<file path="src/rtl/arb_pkg.sv">
package arb_pkg;
    typedef enum logic [1:0] {
        ST_IDLE,
        ST_GRP0,
        ST_GRP1,
        ST_CPU
    } arb_state_t;
endpackage

</file>
<file path="src/rtl/prio_pick.sv">
module prio_pick #(
    parameter int NUM_LINES = 10,
    localparam int IDX_W = $clog2(NUM_LINES)
) (
    input  logic                       clk,
    input  logic                       rst_n,
    input  logic                       load,
    input  logic [NUM_LINES*IDX_W-1:0] new_order,
    input  logic [NUM_LINES-1:0]       req,
    input  logic [NUM_LINES-1:0]       xlat,
    output logic                       any,
    output logic [IDX_W-1:0]           pick_idx,
    output logic                       pick_xlat
);
    logic [IDX_W-1:0] order_q [NUM_LINES];

    // rank register: identity after reset, replaced whole on a load
    always_ff @(posedge clk or negedge rst_n) begin
        if (!rst_n) begin
            for (int k = 0; k < NUM_LINES; k++)
                order_q[k] <= IDX_W'(k);
        end else if (load) begin
            for (int k = 0; k < NUM_LINES; k++)
                order_q[k] <= new_order[k*IDX_W +: IDX_W];
        end
    end

    // scan from the lowest rank up so rank 0 has the final say
    always_comb begin
        any      = 1'b0;
        pick_idx = '0;
        for (int k = NUM_LINES - 1; k >= 0; k--) begin
            if (int'(order_q[k]) < NUM_LINES) begin
                if (req[order_q[k]]) begin
                    any      = 1'b1;
                    pick_idx = order_q[k];
                end
            end
        end
    end

    always_comb begin
        pick_xlat = 1'b0;
        for (int i = 0; i < NUM_LINES; i++)
            if (pick_idx == IDX_W'(i))
                pick_xlat = xlat[i];
    end
endmodule

</file>
<file path="src/rtl/turn_keeper.sv">
module turn_keeper (
    input  logic clk,
    input  logic rst_n,
    input  logic any0,
    input  logic any1,
    input  logic take,
    output logic win_grp
);
    logic last_q;

    // contested: the group not served last; otherwise whichever asks
    always_comb begin
        if (any0 && any1)
            win_grp = ~last_q;
        else
            win_grp = any1;
    end

    always_ff @(posedge clk or negedge rst_n) begin
        if (!rst_n)
            last_q <= 1'b1;
        else if (take)
            last_q <= win_grp;
    end
endmodule

</file>
<file path="src/rtl/grant_fsm.sv">
module grant_fsm
    import arb_pkg::*;
#(
    parameter int NUM_LINES = 10,
    localparam int IDX_W = $clog2(NUM_LINES)
) (
    input  logic             clk,
    input  logic             rst_n,
    input  logic             any0,
    input  logic             any1,
    input  logic             win_grp,
    input  logic             cpu_req,
    input  logic             done,
    input  logic [IDX_W-1:0] idx0,
    input  logic [IDX_W-1:0] idx1,
    input  logic             x0,
    input  logic             x1,
    output logic             take,
    output logic             grp0_act,
    output logic             grp1_act,
    output logic             cpu_act,
    output logic [IDX_W-1:0] line_q,
    output logic             xlat_q
);
    arb_state_t state_q, state_d;

    always_ff @(posedge clk or negedge rst_n) begin
        if (!rst_n)
            state_q <= ST_IDLE;
        else
            state_q <= state_d;
    end

    always_comb begin
        state_d = state_q;
        unique case (state_q)
            ST_IDLE: begin
                if (any0 || any1)
                    state_d = win_grp ? ST_GRP1 : ST_GRP0;
                else if (cpu_req)
                    state_d = ST_CPU;
            end
            ST_GRP0, ST_GRP1, ST_CPU: begin
                if (done)
                    state_d = ST_IDLE;
            end
            default: state_d = ST_IDLE;
        endcase
    end

    assign take = (state_q == ST_IDLE) && (any0 || any1);

    // winner's line and flag are captured at the decision
    always_ff @(posedge clk or negedge rst_n) begin
        if (!rst_n) begin
            line_q <= '0;
            xlat_q <= 1'b0;
        end else if (take) begin
            line_q <= win_grp ? idx1 : idx0;
            xlat_q <= win_grp ? x1 : x0;
        end
    end

    always_comb begin
        grp0_act = 1'b0;
        grp1_act = 1'b0;
        cpu_act  = 1'b0;
        unique case (state_q)
            ST_IDLE: ;
            ST_GRP0: grp0_act = 1'b1;
            ST_GRP1: grp1_act = 1'b1;
            ST_CPU:  cpu_act  = 1'b1;
            default: ;
        endcase
    end
endmodule

</file>
<file path="src/rtl/mem_access_arbiter.sv">
module mem_access_arbiter #(
    parameter int NUM_LINES = 10,
    localparam int IDX_W = $clog2(NUM_LINES)
) (
    input  logic                       clk,
    input  logic                       rst_n,
    input  logic [NUM_LINES-1:0]       g0_req,
    input  logic [NUM_LINES-1:0]       g0_xlat,
    input  logic [NUM_LINES-1:0]       g1_req,
    input  logic [NUM_LINES-1:0]       g1_xlat,
    input  logic                       cpu_req,
    input  logic                       cfg_we,
    input  logic                       cfg_grp,
    input  logic [NUM_LINES*IDX_W-1:0] cfg_order,
    input  logic                       cycle_done,
    output logic [NUM_LINES-1:0]       g0_gnt,
    output logic [NUM_LINES-1:0]       g1_gnt,
    output logic                       cpu_gnt,
    output logic                       gnt_xlat
);
    logic [NUM_LINES-1:0] req_a  [2];
    logic [NUM_LINES-1:0] xlat_a [2];
    logic                 any_a  [2];
    logic [IDX_W-1:0]     idx_a  [2];
    logic                 px_a   [2];

    assign req_a[0]  = g0_req;
    assign req_a[1]  = g1_req;
    assign xlat_a[0] = g0_xlat;
    assign xlat_a[1] = g1_xlat;

    for (genvar g = 0; g < 2; g++) begin : g_grp
        prio_pick #(.NUM_LINES(NUM_LINES)) u_pick (
            .clk       (clk),
            .rst_n     (rst_n),
            .load      (cfg_we && (cfg_grp == g[0])),
            .new_order (cfg_order),
            .req       (req_a[g]),
            .xlat      (xlat_a[g]),
            .any       (any_a[g]),
            .pick_idx  (idx_a[g]),
            .pick_xlat (px_a[g])
        );
    end

    logic             win_grp, take;
    logic             grp0_act, grp1_act, cpu_act;
    logic [IDX_W-1:0] line_q;
    logic             xlat_q;

    turn_keeper u_turn (
        .clk     (clk),
        .rst_n   (rst_n),
        .any0    (any_a[0]),
        .any1    (any_a[1]),
        .take    (take),
        .win_grp (win_grp)
    );

    grant_fsm #(.NUM_LINES(NUM_LINES)) u_fsm (
        .clk      (clk),
        .rst_n    (rst_n),
        .any0     (any_a[0]),
        .any1     (any_a[1]),
        .win_grp  (win_grp),
        .cpu_req  (cpu_req),
        .done     (cycle_done),
        .idx0     (idx_a[0]),
        .idx1     (idx_a[1]),
        .x0       (px_a[0]),
        .x1       (px_a[1]),
        .take     (take),
        .grp0_act (grp0_act),
        .grp1_act (grp1_act),
        .cpu_act  (cpu_act),
        .line_q   (line_q),
        .xlat_q   (xlat_q)
    );

    always_comb begin
        g0_gnt = '0;
        g1_gnt = '0;
        for (int i = 0; i < NUM_LINES; i++) begin
            g0_gnt[i] = grp0_act && (line_q == IDX_W'(i));
            g1_gnt[i] = grp1_act && (line_q == IDX_W'(i));
        end
    end

    assign cpu_gnt  = cpu_act;
    assign gnt_xlat = xlat_q && (grp0_act || grp1_act);
endmodule

</file>
<file path="config.mk">
export PLATFORM = sky130hd
export DESIGN_NAME = mem_access_arbiter
export DESIGN_NICKNAME = d
export VERILOG_FILES = /design/src/rtl/arb_pkg.sv /design/src/rtl/prio_pick.sv /design/src/rtl/turn_keeper.sv /design/src/rtl/grant_fsm.sv /design/src/rtl/mem_access_arbiter.sv
export SDC_FILE = /design/constraint.sdc
export NUM_CORES = 1
export LEC_CHECK = 0
export ABC_CLOCK_PERIOD_IN_PS = 5450
export CAP_MARGIN = 10
export CORE_AREA = 2 2 114 116
export DETAILED_ROUTE_END_ITERATION = 6
export DIE_AREA = 0 0 116 118
export GPL_TIMING_DRIVEN = 1
export PLACE_DENSITY = 0.9
export SETUP_SLACK_MARGIN = 0.1
export SYNTH_ARGS = -nofsm -noshare
export SYNTH_HDL_FRONTEND = slang
export SYNTH_HIERARCHICAL = 1
export SYNTH_SLANG_ARGS = --single-unit
</file>
<file path="constraint.sdc">
create_clock -name clk -period 5.45 [get_ports clk]
set_input_delay 1.09 -clock clk [delete_from_list [all_inputs] [get_ports clk]]
set_output_delay 1.09 -clock clk [all_outputs]
set_load 0.02 [all_outputs]
</file>
==> flow_summary.toml, run 1 <==
[sta]
hold_viol_final = 0
max_freq_ghz = 0.213
hold_slack_ps = 519
rsz0062_at_grt = "no"
slew_headroom = 0.260
worstMarginPinSlew_ps = 1110
tns_ps = 0
fin_crit_sh = 0.861
setup_viol = 0
fin_crit_ps = 4690
fin_skew_ps = 10.1
drv_slew = 0

[clock_tree]
clock-root-buffer = "clkbuf_16"
cts_num_sinks = 88
clock_latency_ps = 360
h-tree-depth = 3
post_cts_resized = 0
cts_max_path_buffers = 2
post-cts-setup-buffer-count = 0
clkTransAtPathRegs_ps = 60
cts_tree = "done"
cts_buffers = 9
holdBufCountCts = 0

[global_route]
grt_usage = 0.320
antenna_found_initial = 0
grt_overflow = 0
grt_pass1_wl_mm = 33.2
grt_max_degree = 89
grt_pass1_vias = 6119

[floorplanning]
io_pins = 108
die_w_um = 116
rows = 41
core_mm2 = 0.0124
initial_core_util = 0.589
die_h_um = 118
design.die.area_mm2 = 0.0137

[finish]
final.fill_count = 924
antenna-diode-count = 0
final_layout_size_suffix_gt1_frac = 0.255
nets = 882
fin_util = 0.690
area_growth_pct = 17.2

[critical_path]
worstSetupPathType = "input port to register"
rrSetupSlack_ps = 1690
slowest_delay_ps = 810
crit_path_end = "u_fsm/xlat_q"
cp_data_arrival_time_ps = 4930
worstPathRequired_ps = 5690
reg2reg_depth = 12
cp_cell_sequence = "clkdlybuf4s50_1, mux2i_1, a221o_1, o21ai_0, a311oi_1, o311ai_0, o221ai_1, and2b_1, o221ai_1, nand4_1, mux2i_1, mux2_4, mux2_4"
rr_endpoint = "u_fsm/xlat_q"
cp-start-kind = "input port"
r2r_start = "g_grp[0].u_pick/order_q[16]"
cp_slowest_cell = "clkdlybuf4s50_1"
end_kind = "register"
crit_path_start = "g0_req[3]"
path_max_fanout = 10

[logic_synthesis]
async_flop_share = 1.00
synthFlopType = "dfrtp_1"
synth_nets = 818
syn-mean-instance-area_um2 = 9.98
synth_edf_count = 0
yosys_warnings = 6
synthCells = 732
synth_cell_types = 76
ys_seq_area_frac = 0.307
ys_seq_elements = 88
synth_top_area_frac = 0.195
syn_area_mm2 = 0.00731
synthTopCellsByArea = "dfrtp_1, mux2_2, dfstp_2, mux2i_1, mux4_2"
yosysTopAreaCell = "dfrtp_1"

[power_and_ir_drop]
comb_power_share = 0.451
power_switching_mw = 1.12
seq_power_share = 0.339
p_clk_frac = 0.210
internal_power_mw = 1.84
p_leak_nw = 3.41
vdd_ir_drop_max_mv = 0.242
swShare = 0.380
p_per_area_mw_per_mm2 = 346

[drt]
totalWireLength_mm = 21.5
num_vias = 6329
wl_per_cell_um = 22.1
drc_errors = 0
viasPerCell = 6.50
ant_nets = 0
drt_iter0_drc = 584
dr.pass1.iters = 6

[placement]
place.detailed.hpwl_mm = 16.3
routabilityCongestion = 1.00
io_buffers = 107

[min_path]
hp-class = "register to register"

[job]
maxCapViolations = 0

[status]
status = "finished, final reports clean"
[layout by cell type (no fill, tap or decap), types with 6 or more instances in the layout]
cell type,count
nand3_1,14
nand2_1,38
nand2b_1,6
nand3b_1,9
o221ai_1,12
and3_1,10
mux2_2,82
dfstp_2,31
mux2i_1,76
inv_1,30
mux2_4,13
dfrtp_1,57
nor2b_1,26
a22oi_1,6
clkbuf_16,9
a31oi_1,8
o21ai_0,20
nor3b_1,6
a311oi_1,10
mux4_2,12
nor3_1,16
clkdlybuf4s50_1,106
and2_1,8
a21oi_1,14
nor2_1,55
a211oi_1,6
[registers in the layout, summed over array words and instances, names as in the netlist]
register	flops
g_grp.u_pick/order_q	80
u_fsm/line_q	4
u_fsm/state_q	2
u_fsm/xlat_q	1
u_turn/last_q	1
[worst min-delay path by stage]
stage / start / endpoint / slack (ps) / cells after the start
after floorplan: u_fsm/xlat_q / u_fsm/xlat_q / 480 / 1
after detailed placement: u_fsm/xlat_q / u_fsm/xlat_q / 510 / 1
final: u_fsm/xlat_q / u_fsm/xlat_q / 520 / 1
after global placement: u_fsm/xlat_q / u_fsm/xlat_q / 510 / 1
after CTS: u_fsm/xlat_q / u_fsm/xlat_q / 520 / 1
after global routing: u_fsm/xlat_q / u_fsm/xlat_q / 550 / 1
[critical path, delay by kind of cell]
family          cells  cell delay [ps]
compound gates      6             1810
mux                 4              790
buf+inv             1              810
simple gates        2              410
[synth_stat cells, types with 8 or more instances]
cell and n:
and3_1 10, o221ai_1 12, dfstp_2 31, o21ai_0 20
nand3_1 14, buf_2 21, and2_1 9, nor2b_1 27
buf_4 12, nor3_1 16, mux2i_1 76, a21oi_1 14
nand2_1 38, buf_6 8, nand3b_1 9, mux2_4 13
nor2_1 55, inv_1 30, mux4_2 12, dfrtp_1 57
clkbuf_1 8, a311oi_1 10, a31oi_1 8, mux2_2 82
[layer usage]
metal / global-route usage / vias up / share of wire
met5: 0 / - / 0
li1: - / 2883 / -
met4: 0.151 / 0 / 0.041
met3: 0.0484 / 61 / 0.076
met1: 0.420 / 3056 / 0.41
met2: 0.517 / 329 / 0.47
[final cells by class]
| type | instances | area (um2) | area share |
|---|---|---|---|
| Multi-Input combinational cell | 559 | 4620 | 0.539 |
| Sequential cell | 88 | 2240 | 0.262 |
| Timing Repair Buffer | 108 | 1090 | 0.127 |
| Clock buffer | 11 | 233 | 0.0272 |
| Tap cell | 172 | 215 | 0.0251 |
| Inverter | 30 | 113 | 0.0132 |
| Clock inverter | 5 | 56.3 | 0.00658 |
[cells by family after synthesis]
family	count (synthesis)	share of synthesized area
buffers and inverters	85	0.0627
DFF	88	0.307
and+or+nand+nor	236	0.179
AOI/OAI and AO/OA	140	0.157
muxes	183	0.294
[power groups by stage]
stage	Sequential [mW]	Combinational (mW)	Clock (mW)
2_1_floorplan	0.897	1.09	0
3_3_place_gp	0.998	1.28	0
3_5_place_dp	1.01	1.31	0
4_1_cts	0.998	1.32	0.625
5_1_grt	1.03	1.43	0.659
6_report	1.00	1.33	0.620
[per-stage QoR]
step	total power, mW	area, um2	worst slack, ps	cells
after detailed placement	2.32	8250	491	956
after global routing	3.12	8560	659	973
after CTS	2.94	8540	855	972
after global placement	2.28	8250	511	956
after floorplan	1.99	7310	1650	732
final	2.96	8560	760	973
Note: power is estimated with default switching activity, not from simulation.
==> inputs of run 2 (changes only) <==
- ABC_CLOCK_PERIOD_IN_PS: 5450 -> 5800
- clock period: 5.45 -> 5.8 ns (I/O delays scaled with it)
==> flow_summary.toml, run 2 (synthesis gave the netlist of run 1 again) <==
[sta]
max_freq_ghz = 0.210
rsz0062_at_grt = "no"
fin_crit_ps = 4770
drv_slew = 0
worstMarginPinSlew_ps = 1220
tns_ps = 0
slew_headroom = 0.187
setup_viol = 0
fin_crit_sh = 0.822
fin_skew_ps = 10.1
hold_viol_final = 0

[min_path]
worstHoldStart = "u_fsm/xlat_q"
hp-class = "register to register"

[drt]
drc_errors = 0
num_vias = 6301
totalWireLength_mm = 21.4
wl_per_cell_um = 22.1
drt_iter0_drc = 604
dr.pass1.iters = 5
ant_nets = 0
viasPerCell = 6.48

[floorplanning]
initial_core_util = 0.589
core_mm2 = 0.0124
die_h_um = 118
io_pins = 108
design.die.area_mm2 = 0.0137
rows = 41
die_w_um = 116

[placement]
place.detailed.hpwl_mm = 16.5
io_buffers = 107
routabilityCongestion = 1.01

[critical_path]
cp_data_arrival_time_ps = 5000
cp-start-kind = "input port"
end_kind = "register"
cp_top_family = "compound AO/OA/AOI/OAI gates"
r2r_start = "g_grp[0].u_pick/order_q[32]"
slowest_delay_ps = 810
worstPathRequired_ps = 6030
cp_cell_sequence = "clkdlybuf4s50_1, mux2i_1, a21oi_1, a31oi_4, a311oi_1, o311ai_0, o221ai_1, and2_1, o221ai_1, nand4_1, mux2i_1, mux2_4, mux2_4"
worstSetupPathType = "input port to register"
crit_buf_inv = 1
path_max_fanout = 10
crit_path_start = "g0_req[0]"
cp_slowest_cell = "clkdlybuf4s50_1"

[finish]
antenna-diode-count = 0
final.fill_count = 964
layout_common_cells = "clkdlybuf4s50_1, mux2_2, mux2i_1, dfrtp_1, nor2_1"
final_common_cell = "clkdlybuf4s50_1"
reg.largest.list = "g_grp.u_pick/order_q x80, u_fsm/line_q x4, u_fsm/state_q x2"
final_layout_size_suffix_gt1_frac = 0.254
area_growth_pct = 17.1
top_register = "g_grp.u_pick/order_q"
nets = 881
largest_reg_flops = 80

[clock_tree]
cts_max_path_buffers = 2
cts_buffers = 9
holdBufCountCts = 0
post_cts_resized = 0
cts_tree = "done"
h-tree-depth = 3
cts_num_sinks = 88
clock-root-buffer = "clkbuf_16"
clock_latency_ps = 350
clkTransAtPathRegs_ps = 60
post-cts-setup-buffer-count = 0

[job]
maxCapViolations = 0

[power_and_ir_drop]
vdd_ir_drop_max_mv = 0.255
p_total_mw = 2.78
p_per_area_mw_per_mm2 = 326
p_leak_nw = 3.41

[global_route]
grt_usage = 0.319
grt_overflow = 0
grt_max_degree = 89
antenna_found_initial = 0
grt_pass1_vias = 6247
grt_pass1_wl_mm = 33.3

[status]
status = "finished, final reports clean"
-- run 2: changes by cell type in the layout (fill, tap and decap cells not counted) --
| cell | previous run | this run |
|---|---|---|
| buf_12 | 1 | 0 |
| clkbuf_8 | 0 | 2 |
| clkinvlp_4 | 1 | 0 |
| inv_6 | 1 | 0 |
-- run 2: cell type report --
type                            instances  area, um2  area share
Sequential cell                        88       2240       0.262
Clock buffer                           13        260      0.0304
Multi-Input combinational cell        559       4620       0.540
Clock inverter                          3       40.0     0.00468
Inverter                               30        113      0.0132
Timing Repair Buffer                  107       1070       0.125
Tap cell                              172        215      0.0252
-- run 2: worst paths after layout --
path                       slack [ps]  cells past startpoint                          end
min in group asynchronous        1000                      1   g_grp[1].u_pick/order_q[6]
setup reg to reg                 2100                     12                 u_fsm/xlat_q
hold reg to reg                   530                      1                 u_fsm/xlat_q
max in group asynchronous        4090                      1  g_grp[1].u_pick/order_q[30]
setup / recovery                 1030                     13                 u_fsm/xlat_q
hold / removal                    530                      1                 u_fsm/xlat_q
-- run 2: worst register-to-register path, cell delays in order (launching register included) --
cell	delay, ps
dfstp_2	630
mux2i_1	130
a21oi_1	350
a31oi_4	230
a311oi_1	470
o311ai_0	280
o221ai_1	420
and2_1	190
o221ai_1	110
nand4_1	140
mux2i_1	110
mux2_4	280
mux2_4	250
-- run 2: through the flow --
| stage | utilization | setup WS, ps | cell area [um2] | hold WS (ps) | std cells |
|---|---|---|---|---|---|
| floorplan | - | 1930 | 7310 | 482 | 732 |
| global placement | 0.665 | 816 | 8250 | 507 | 956 |
| detailed placement | 0.665 | 759 | 8250 | 515 | 956 |
| CTS | 0.689 | 1110 | 8550 | 528 | 972 |
| global route | 0.689 | 887 | 8550 | 548 | 972 |
| finish | 0.689 | 1030 | 8550 | 531 | 972 |
-- run 2: report_power, final --
part           switching (mW)  leakage [nW]  internal, mW
combinational           0.617          2.26         0.637
clock                   0.233         0.150         0.356
sequential              0.189          1.00         0.752
-- run 2: per-layer routing --
metal,vias up,share of wire,GRT usage
li1,2857,-,-
met1,3057,0.40,0.415
met2,330,0.47,0.508
met3,57,0.087,0.0654
met4,0,0.043,0.144
met5,-,0,0
